===== src/rtl/sdadc_pkg.sv =====
package sdadc_pkg;

  // Default depth of the comparator synchroniser.
  localparam int unsigned SYNC_DEPTH_DEF = 2;

  // Number of samples in a decimation window for a result width of n bits.
  function automatic int unsigned window_len(input int unsigned n);
    return 32'd1 << n;
  endfunction

endpackage


===== src/rtl/sdadc_sync.sv =====
module sdadc_sync #(
  parameter int unsigned STAGES = 2
) (
  input  logic clk,
  input  logic rst_n,
  input  logic d,
  output logic q
);

  logic [STAGES-1:0] stage_q;

  for (genvar s = 0; s < STAGES; s++) begin : g_stage
    if (s == 0) begin : g_first
      always_ff @(posedge clk or negedge rst_n) begin
        if (!rst_n) stage_q[s] <= 1'b0;
        else        stage_q[s] <= d;
      end
    end else begin : g_rest
      always_ff @(posedge clk or negedge rst_n) begin
        if (!rst_n) stage_q[s] <= 1'b0;
        else        stage_q[s] <= stage_q[s-1];
      end
    end
  end

  assign q = stage_q[STAGES-1];

endmodule


===== src/rtl/sdadc_ref_gen.sv =====
module sdadc_ref_gen #(
  parameter int unsigned HALF_PERIOD = 1
) (
  input  logic clk,
  input  logic rst_n,
  output logic ref_out
);

  localparam int unsigned CW = (HALF_PERIOD > 1) ? $clog2(HALF_PERIOD) : 1;
  localparam logic [CW-1:0] LAST = CW'(HALF_PERIOD - 1);

  logic [CW-1:0] cnt_q, cnt_d;
  logic          ref_q, ref_d;
  logic          flip;

  always_comb begin
    flip  = (cnt_q == LAST);
    cnt_d = flip ? '0 : cnt_q + CW'(1);
    ref_d = flip ? ~ref_q : ref_q;
  end

  always_ff @(posedge clk or negedge rst_n) begin
    if (!rst_n) begin
      cnt_q <= '0;
      ref_q <= 1'b0;
    end else begin
      cnt_q <= cnt_d;
      ref_q <= ref_d;
    end
  end

  assign ref_out = ref_q;


  ref_half_period_chk: assert property (@(posedge clk) disable iff (!rst_n)
    !$stable(ref_q) |-> ($past(cnt_q) == LAST));

endmodule


===== src/rtl/sdadc_decim.sv =====
module sdadc_decim #(
  parameter int unsigned N = 10
) (
  input  logic         clk,
  input  logic         rst_n,
  input  logic         bit_in,
  output logic [N-1:0] result,
  output logic         result_valid
);

  localparam int unsigned W  = sdadc_pkg::window_len(N);
  localparam int unsigned AW = N + 1;

  logic [N-1:0]  idx_q, idx_d;
  logic [AW-1:0] acc_q, acc_d, sum_w;
  logic [N-1:0]  res_q, res_d;
  logic          vld_q, vld_d;
  logic          win_end;

  always_comb begin
    win_end = (idx_q == {N{1'b1}});
    sum_w   = acc_q + AW'(bit_in);
    idx_d   = idx_q + N'(1);
    acc_d   = win_end ? '0 : sum_w;
    vld_d   = win_end;
    res_d   = sum_w[N] ? {N{1'b1}} : sum_w[N-1:0];
  end

  always_ff @(posedge clk or negedge rst_n) begin
    if (!rst_n) begin
      idx_q <= '0;
      acc_q <= '0;
      vld_q <= 1'b0;
    end else begin
      idx_q <= idx_d;
      acc_q <= acc_d;
      vld_q <= vld_d;
    end
  end

  always_ff @(posedge clk or negedge rst_n) begin
    if (!rst_n)       res_q <= '0;
    else if (win_end) res_q <= res_d;
  end

  assign result       = res_q;
  assign result_valid = vld_q;


  single_strobe_chk: assert property (@(posedge clk) disable iff (!rst_n)
    vld_q |=> !vld_q);


  no_wrap_chk: assert property (@(posedge clk) disable iff (!rst_n)
    (vld_q && $past(acc_q) == AW'(W - 1) && $past(bit_in)) |-> (res_q == {N{1'b1}}));


  result_hold_chk: assert property (@(posedge clk) disable iff (!rst_n)
    !vld_q |-> $stable(res_q));

endmodule


===== src/rtl/sdadc_backend.sv =====
module sdadc_backend #(
  parameter int unsigned N               = 10,
  parameter int unsigned SYNC_STAGES     = sdadc_pkg::SYNC_DEPTH_DEF,
  parameter int unsigned REF_HALF_PERIOD = 1
) (
  input  logic         clk,
  input  logic         rst_n,
  input  logic         cmp_in,
  output logic         fb_out,
  output logic         ref_out,
  output logic [N-1:0] result,
  output logic         result_valid
);

  logic cmp_sync;
  logic fb_q, fb_d;

  sdadc_sync #(.STAGES(SYNC_STAGES)) u_sync (
    .clk   (clk),
    .rst_n (rst_n),
    .d     (cmp_in),
    .q     (cmp_sync)
  );

  always_comb fb_d = cmp_sync;

  always_ff @(posedge clk or negedge rst_n) begin
    if (!rst_n) fb_q <= 1'b0;
    else        fb_q <= fb_d;
  end

  assign fb_out = fb_q;

  sdadc_ref_gen #(.HALF_PERIOD(REF_HALF_PERIOD)) u_ref (
    .clk     (clk),
    .rst_n   (rst_n),
    .ref_out (ref_out)
  );

  sdadc_decim #(.N(N)) u_decim (
    .clk          (clk),
    .rst_n        (rst_n),
    .bit_in       (fb_q),
    .result       (result),
    .result_valid (result_valid)
  );


  fb_follows_sync_chk: assert property (@(posedge clk) disable iff (!rst_n)
    fb_q == $past(cmp_sync));

endmodule


===== config.mk =====
export PLATFORM = sky130hd
export DESIGN_NAME = sdadc_backend
export DESIGN_NICKNAME = d
export VERILOG_FILES = /design/src/rtl/sdadc_pkg.sv /design/src/rtl/sdadc_sync.sv /design/src/rtl/sdadc_ref_gen.sv /design/src/rtl/sdadc_decim.sv /design/src/rtl/sdadc_backend.sv
export SDC_FILE = /design/constraint.sdc
export NUM_CORES = 1
export LEC_CHECK = 0
export BUFFER_PORTS_ARGS = -buffer_cell sky130_fd_sc_hd__buf_2
export CAP_MARGIN = 20
export CORE_ASPECT_RATIO = 0.6
export CORE_MARGIN = 2
export CORE_UTILIZATION = 40
export CTS_BUF_LIST = sky130_fd_sc_hd__clkbuf_4
export DETAILED_ROUTE_END_ITERATION = 16
export PLACE_DENSITY_LB_ADDON = 0.12
export SYNTH_ARGS = -nofsm -noshare
export SYNTH_HDL_FRONTEND = slang
export SYNTH_SLANG_ARGS = --single-unit

===== constraint.sdc =====
create_clock -name clk -period 3.78 [get_ports clk]
set_input_delay 0.378 -clock clk [delete_from_list [all_inputs] [get_ports clk]]
set_output_delay 0.378 -clock clk [all_outputs]
set_load 0.02 [all_outputs]

# ---- Yosys cells after proc, flatten, opt, wreduce, memory -nomap -nowiden
# Cells that the tools add are included.
dict set report word_totals {
  elab_cells 17
  regBits 37
  output_inout_bits 13
}
dict set report classes {
  eq_ne 1
  n_mux 3
  addsub 3
  n_bitwise 1
}
# cell n
set op_table {}
lappend op_table {{adder 11 x 1 -> 11 bit} 1}
lappend op_table {{two-way mux 11 bit} 1}
lappend op_table {{adder 10 x 1 -> 10 bit (second input constant)} 1}
lappend op_table {{equality test 10 bit (second input constant)} 1}
lappend op_table {{two-way mux 10 bit} 1}
lappend op_table {{adder 1 bit (second input constant)} 1}
lappend op_table {{two-way mux 1 bit} 1}
lappend op_table {{inverter 1 bit} 1}

# ---- Depth between registers and ports, before layout
# Gate-level depths: netlist of run 1.
dict set report depth {
  depth_word 2
  mapped_depth 6
  mapped_depth_nobuf 6
}

# ---- By module
# Synthesis of run 1 repeated with hierarchy kept, for this count alone.
dict set report unflattened {
  cells_unflattened 126
  hier_area_um2 1411.4
}
# mod cells_each n_inst area_per_inst_um2 seq_area_each_um2
set modules_own_cells {}
lappend modules_own_cells {sdadc_decim 121 1 1307.5 800.8}
lappend modules_own_cells {sdadc_sync 2 1 50.0 50.0}
lappend modules_own_cells {sdadc_ref_gen 2 1 28.8 25.0}
lappend modules_own_cells {sdadc_backend 1 1 25.0 25.0}

# ---- Least setup slack after synthesis of run 1
# No wires, ideal clock.
dict set report synth_path {
  path_kind {register to register}
  from {register fb_q (netlist: fb_out)}
  to {register u_decim.res_q[0] (netlist: u_decim.result[0])}
  path_slack_ns 1.872
  n_path_buf 0
  stages_incl_launch_ff 7
  arrival_ns 1.774
  cell_sequence {dfrtp_1 ha_1 ha_1 nand2_1 o41a_1 nor3b_4 a21oi_1}
}
dict set report synth_via {
  elab_chain_cells 2
}
# element line_no
set synth_lines {}
lappend synth_lines {{start, declared} sdadc_backend.sv:16} ;# logic fb_q, fb_d;
lappend synth_lines {{start signal, assigned} sdadc_backend.sv:28} ;# if (!rst_n) fb_q <= 1'b0;
lappend synth_lines {{start signal, assigned} sdadc_backend.sv:29} ;# else fb_q <= fb_d;
lappend synth_lines {{adder 11 x 1 -> 11 bit} sdadc_decim.sv:22} ;# sum_w = acc_q + AW'(bit_in);
lappend synth_lines {{two-way mux 10 bit} sdadc_decim.sv:26} ;# res_d = sum_w[N] ? {N{1'b1}} : sum_w[N-1:0];
lappend synth_lines {{end signal, assigned} sdadc_decim.sv:43} ;# else if (win_end) res_q <= res_d;
lappend synth_lines {{end, declared} sdadc_decim.sv:16} ;# logic [N-1:0] res_q, res_d;
# Every way passes these cells.
# A chain may end at the register's enable or synchronous reset.

# ---- Worst setup path after layout of run 1
dict set report layout_path {
  from {register fb_q (netlist: fb_out)}
  to {register u_decim.res_q[7] (netlist: u_decim.result[7])}
}
# The elaborated chain is that of the path after synthesis.

==> results of run 1 <==
-- layer usage --
metal,vias up,global-route usage,part of all wire
li1,445,-,-
met1,410,0.211,0.53
met2,25,0.181,0.38
met3,5,0.0659,0.064
met4,0,0.0932,0.022
met5,-,0,0
-- worst max-delay path by stage --
stage | from | endpoint | slack (ns) | depth (start not counted)
after floorplan | fb_out | u_decim.result[0] | 1.87 | 6
after global placement | fb_out | u_decim.result[5] | 1.81 | 6
after detailed placement | fb_out | u_decim.result[7] | 1.71 | 6
after CTS | fb_out | u_decim.result[7] | 1.69 | 6
after global routing | fb_out | u_decim.result[9] | 1.52 | 6
final | fb_out | u_decim.result[7] | 1.70 | 6
-- cell type report --
type	instances	share of cell area
Sequential cell	36	0.556
Multi-Input combinational cell	81	0.298
Timing Repair Buffer	16	0.0510
Tap cell	45	0.0348
Clock buffer	5	0.0232
Clock inverter	3	0.0232
Inverter	6	0.0139
-- state kept, by name, summed over array words and instances (netlist names) --
register / flops
u_decim.acc_q: 11
u_decim.idx_q: 10
u_decim.result: 10
fb_out: 1
u_decim.result_valid: 1
u_ref.ref_out: 1
u_sync.q: 1
u_sync.stage_q: 1
-- worst reg2reg max path, stage by stage, from the launching register on --
cell and delay [ns]:
dfrtp_1 0.36, ha_1 0.23, ha_1 0.23, nand2_1 0.12
o41a_1 0.38, nor3b_4 0.48, a21oi_1 0.14
-- power groups by stage --
stage | sequential (W) | combinational (W) | clock (W)
CTS | 0.000453 | 0.0000988 | 0.000268
global route | 0.000458 | 0.000119 | 0.000284
detailed placement | 0.000460 | 0.0000988 | 0
global placement | 0.000462 | 0.0000962 | 0
finish | 0.000454 | 0.0000975 | 0.000257
floorplan | 0.000455 | 0.0000758 | 0
-- metrics by stage --
step | util | total power (W) | area [µm²] | hold WS, ns | worst slack [ns]
floorplan | - | 0.000530 | 1410 | 0.0824 | 1.87
global placement | 0.467 | 0.000558 | 1540 | 0.337 | 1.81
detailed placement | 0.467 | 0.000559 | 1540 | 0.340 | 1.71
CTS | 0.490 | 0.000819 | 1620 | 0.120 | 1.69
global route | 0.490 | 0.000861 | 1620 | 0.111 | 1.52
finish | 0.490 | 0.000808 | 1620 | 0.108 | 1.70
-- cells in the final DEF, fill, tap and decap left out, types with 2 or more instances in the layout --
master	count
clkbuf_4	5
buf_2	15
clkinv_1	2
nor2_1	27
nand3_1	7
xnor2_1	8
nor3_1	4
dfrtp_1	36
ha_1	3
xor2_1	8
nand2_1	6
a21oi_1	10
inv_1	6
-- logic make-up after synthesis --
kind of cell / after synthesis
adder cells (fa/ha/maj): 3
AND/OR/NAND/NOR: 51
buffers and inverters: 8
AO/OA/AOI/OAI: 11
XOR/XNOR: 16
flip-flops: 36
==> qor.yml, run 1 <==
cap_violations: 0
firstDrtPassIters: 4
core-area_um2: 3300
clockPowerShare: 0.318
synth.area.top_cells: "dfrtp_1, nor2_1, xnor2_1"
switching_power_w: 0.000214
finalNonFillerCells: 192
cts_inserted_buffers: 5
async_flop_share: 1.00
synth_top_family_by_area: "simple AND/OR/NAND/NOR gates"
vias: 885
synth_seq_area_share: 0.640
place_inst: 184
critPathSlowestCell: "nor3b_4"
die-height_um: 50.0
avgRoutedWirePerCell_um: 12.3
fin_crit_ns: 2.08
r2r_start: "fb_out"
synthDistinctLibCells: 18
critPathBufInv: 0
yosys-mux-area-fraction: 0
hold_viol: 0
swShare: 0.265
rr_endpoint: "u_decim.result[7]"
clk_path_buf_depth: 2
cp_common_cell: "ha_1"
fin_crit_sh: 0.549
startpoint_type: "flop"
crit_chain: "ha_1, ha_1, nand2_1, o41a_1, nor3b_4, a21oi_1"
grt.total_usage: 0.149
power_density_nw_per_um2: 499
diodes: 0
io_pins: 16
ir_drop_v: 0.000267
layout.nets: 152
cp_slowest_stage_delay_ns: 0.48
drc: 0
cts_max_level: 2
fin_tns_setup_ns: 0
synth_xor_area_frac: 0.0996
synthCells: 125
r2r_setup_slack_ns: 1.70
synth_top_area_share: 0.640
drive_above_1_share: 0.170
synthSimpleGateAreaFrac: 0.169
register_area_um2: 901
clk_latency_ns: 0.33
fillers: 326
antenna_found_initial: 0
setup_viol: 0
synth_seq_cells: 36
die_x_um: 80.6
crit_type: "flop to flop"
maxSlewViolCount: 0
yosysTopAreaCell: "dfrtp_1"
netlist_area_um2: 1410
r2r_cells: 6
clock-root-buffer: "clkbuf_4"
first_global_vias: 901
syn_area_per_cell_um2: 11.3
cts_num_sinks: 36
finClkSkew_ns: 0.00388
endpoint_kind: "flop"
synthTopCellsByCount: "dfrtp_1, nor2_1, a21oi_1, xnor2_1, xor2_1"
cp_data_arrival_time_ns: 2.29
hpwl_mm: 1.60
grt_max_degree: 37
syn-num-nets: 131
grt-ovfl-total: 0
rows: 16
synth_compound_area_frac: 0.0436
ctsResizeCount: 0
p_int_w: 0.000594
synth.most_common_cell: "dfrtp_1"
cts_tree: "yes"
fmax_ghz: 0.482
worstPathMaxFanout: 10
relSlewSlack: 0.487
yosys.area_share.adder: 0.0267
area_delta_synth_final_pct: 15.0
drtIter0Drc: 51
synth_edf_count: 0
ys.warnings.count: 0
die-area_um2: 4030
critPathTopFamily: "simple AND/OR/NAND/NOR gates"
ant_nets: 0
clkTransAtPathRegs_ns: 0.10
initial_core_util: 0.426
grt_pass1_wl_mm: 4.28
p_leak_nw: 0.790
status: "complete, no violations"
multi_input_area_um2: 482
seqPwrFrac: 0.561
rsz0062_at_grt: "false"
post_cts_hold_buffer_count: 0
post_cts_buffers: 0
drt_wl_total_mm: 2.36
io_buffers: 15
min_path_type: "input port to async pin"
pwr-share-comb: 0.121
vias_per_cell: 4.61
worstMarginPinSlew_ns: 0.770
gp_congestion: 0.766
required_ns: 3.99
synth_top_flop_cell: "dfrtp_1"
Power figures use the tool's default switching activity.
==> run 2: changes to the inputs <==
==> constraint.sdc (replaced) <==
create_clock -name clk -period 1.99 [get_ports clk]
set_input_delay 0.199 -clock clk [delete_from_list [all_inputs] [get_ports clk]]
set_output_delay 0.199 -clock clk [all_outputs]
set_load 0.02 [all_outputs]
==> run 2 against run 1 <==
Compared with the run above: worst setup slack got worse by 1.6 ns; sequential share of layout area decreased by 1.7 points; total power rose by 83%; non-clock buffer count is 5 higher; sequential power up 92%; count of clock-buffer cells in the layout up 2; clock skew fell by 0.0015 ns; die area stayed put; global-route usage down 0.50 points; worst hold slack improved by 0.25 ns.
==> qor.yml, run 2 (same netlist as run 1, synthesis figures left out) <==
setup_viol: 0
cp_data_arrival_time_ns: 2.10
cap_violations: 0
diodes: 0
fmax_ghz: 0.529
drt_wl_total_mm: 2.47
endpoint_kind: "flop"
startpoint_type: "flop"
vias_per_cell: 4.70
cts_tree: "yes"
area_delta_synth_final_pct: 18.7
rows: 16
drive_above_1_share: 0.211
r2r_setup_slack_ns: 0.1
finClkSkew_ns: 0.00243
multi_input_area_um2: 509
holdWs_ns: 0.356
fin_ws_ns: 0.0997
largest_reg_flops: 11
fillers: 318
firstDrtPassIters: 4
first_global_vias: 924
die-area_um2: 4030
fin_crit_ns: 1.89
cts_num_sinks: 36
grt_pass1_wl_mm: 4.22
dp_slack_ns: 0.0749
drc: 0
layout_common_cells: "dfrtp_1, nor2_1, buf_2, a21oi_1"
required_ns: 2.20
grtUsageMet1: 0.209
avgRoutedWirePerCell_um: 12.5
clkTransAtPathRegs_ns: 0.10
power_density_nw_per_um2: 885
busiest_layer: "met1"
final_cell_area_um2: 1670
cts_max_level: 2
worstMarginPinSlew_ns: 0.774
status: "complete, no violations"
die-height_um: 50.0
grt_max_degree: 37
grt-ovfl-total: 0
fin_total_pwr_w: 0.00148
regMostFlops: "u_decim.acc_q"
hold_viol: 0
io_pins: 16
worstPathMaxFanout: 5
ir_drop_v: 0.000445
die_x_um: 80.6
final_util: 0.506
hpwl_mm: 1.71
clock-root-buffer: "clkbuf_4"
vias: 926
antenna_found_initial: 0
met2_usage: 0.188
clk_path_buf_depth: 2
clk_latency_ns: 0.32
use_met3: 0.0604
layout.nets: 157
relSlewSlack: 0.484
p_leak_nw: 0.808
ant_nets: 0
gp_congestion: 0.728
cts_inserted_buffers: 5
core-area_um2: 3300
crit_type: "flop to flop"
register_area_um2: 901
io_buffers: 15
initial_core_util: 0.426
fin_crit_sh: 0.950
grt.total_usage: 0.144
min_path_type: "flop to flop"
dpl_cell_area_um2: 1570
final_common_cell: "dfrtp_1"
drtIter0Drc: 42
maxSlewViolCount: 0
-- run 2: path summary, 6_finish.rpt --
kind	cells past startpoint	end	from
max	7	u_decim.result[8]	fb_out
max reg2reg	7	u_decim.result[8]	fb_out
min	0	fb_out	u_sync.q
min reg2reg	0	fb_out	u_sync.q
min in group asynchronous	2	u_decim.idx_q[0]	rst_n
max in group asynchronous	2	u_decim.result[6]	rst_n
-- run 2: report_power, final --
part | internal, W | total (W) | switching, W
Sequential | 0.000798 | 0.000873 | 0.0000741
Combinational | 0.0000969 | 0.000221 | 0.000124
Clock | 0.000163 | 0.000384 | 0.000221
-- run 2: cell type report --
| cell class | count | area share |
|---|---|---|
| flip-flops and latches | 36 | 0.539 |
| multi-input cells | 81 | 0.305 |
| repair buffers | 21 | 0.0749 |
| well taps | 45 | 0.0337 |
| clock buffers | 7 | 0.0315 |
| clock inverters | 1 | 0.00225 |
| inverters | 6 | 0.0135 |
-- run 2: through the flow --
step | TNS (ns) | instances
global route | -0.00131 | 197
detailed placement | 0 | 187
CTS | 0 | 197
finish | 0 | 197
floorplan | 0 | 125
global placement | 0 | 187
-- run 2: worst max-delay path, cell delays in order, from the launching register on --
cell and delay, ns:
dfrtp_1 0.41, ha_4 0.18, ha_4 0.15, nand2_2 0.08, o41a_1 0.48, nor3b_4 0.23
buf_4 0.17, a21oi_1 0.08
-- run 2: metal layers --
layer	part of all wire	vias to the layer above
li1	-	463
met2	0.40	13
met3	0.047	2
met4	0.0049	0
met1	0.55	448
met5	0	-
-- run 2: what timing repair did --
item                       CTS  global route
hold endpoints to repair    37             0
resized for setup            0             5
setup buffers                0             0
setup endpoints to repair    0            10
hold buffers                 2             0
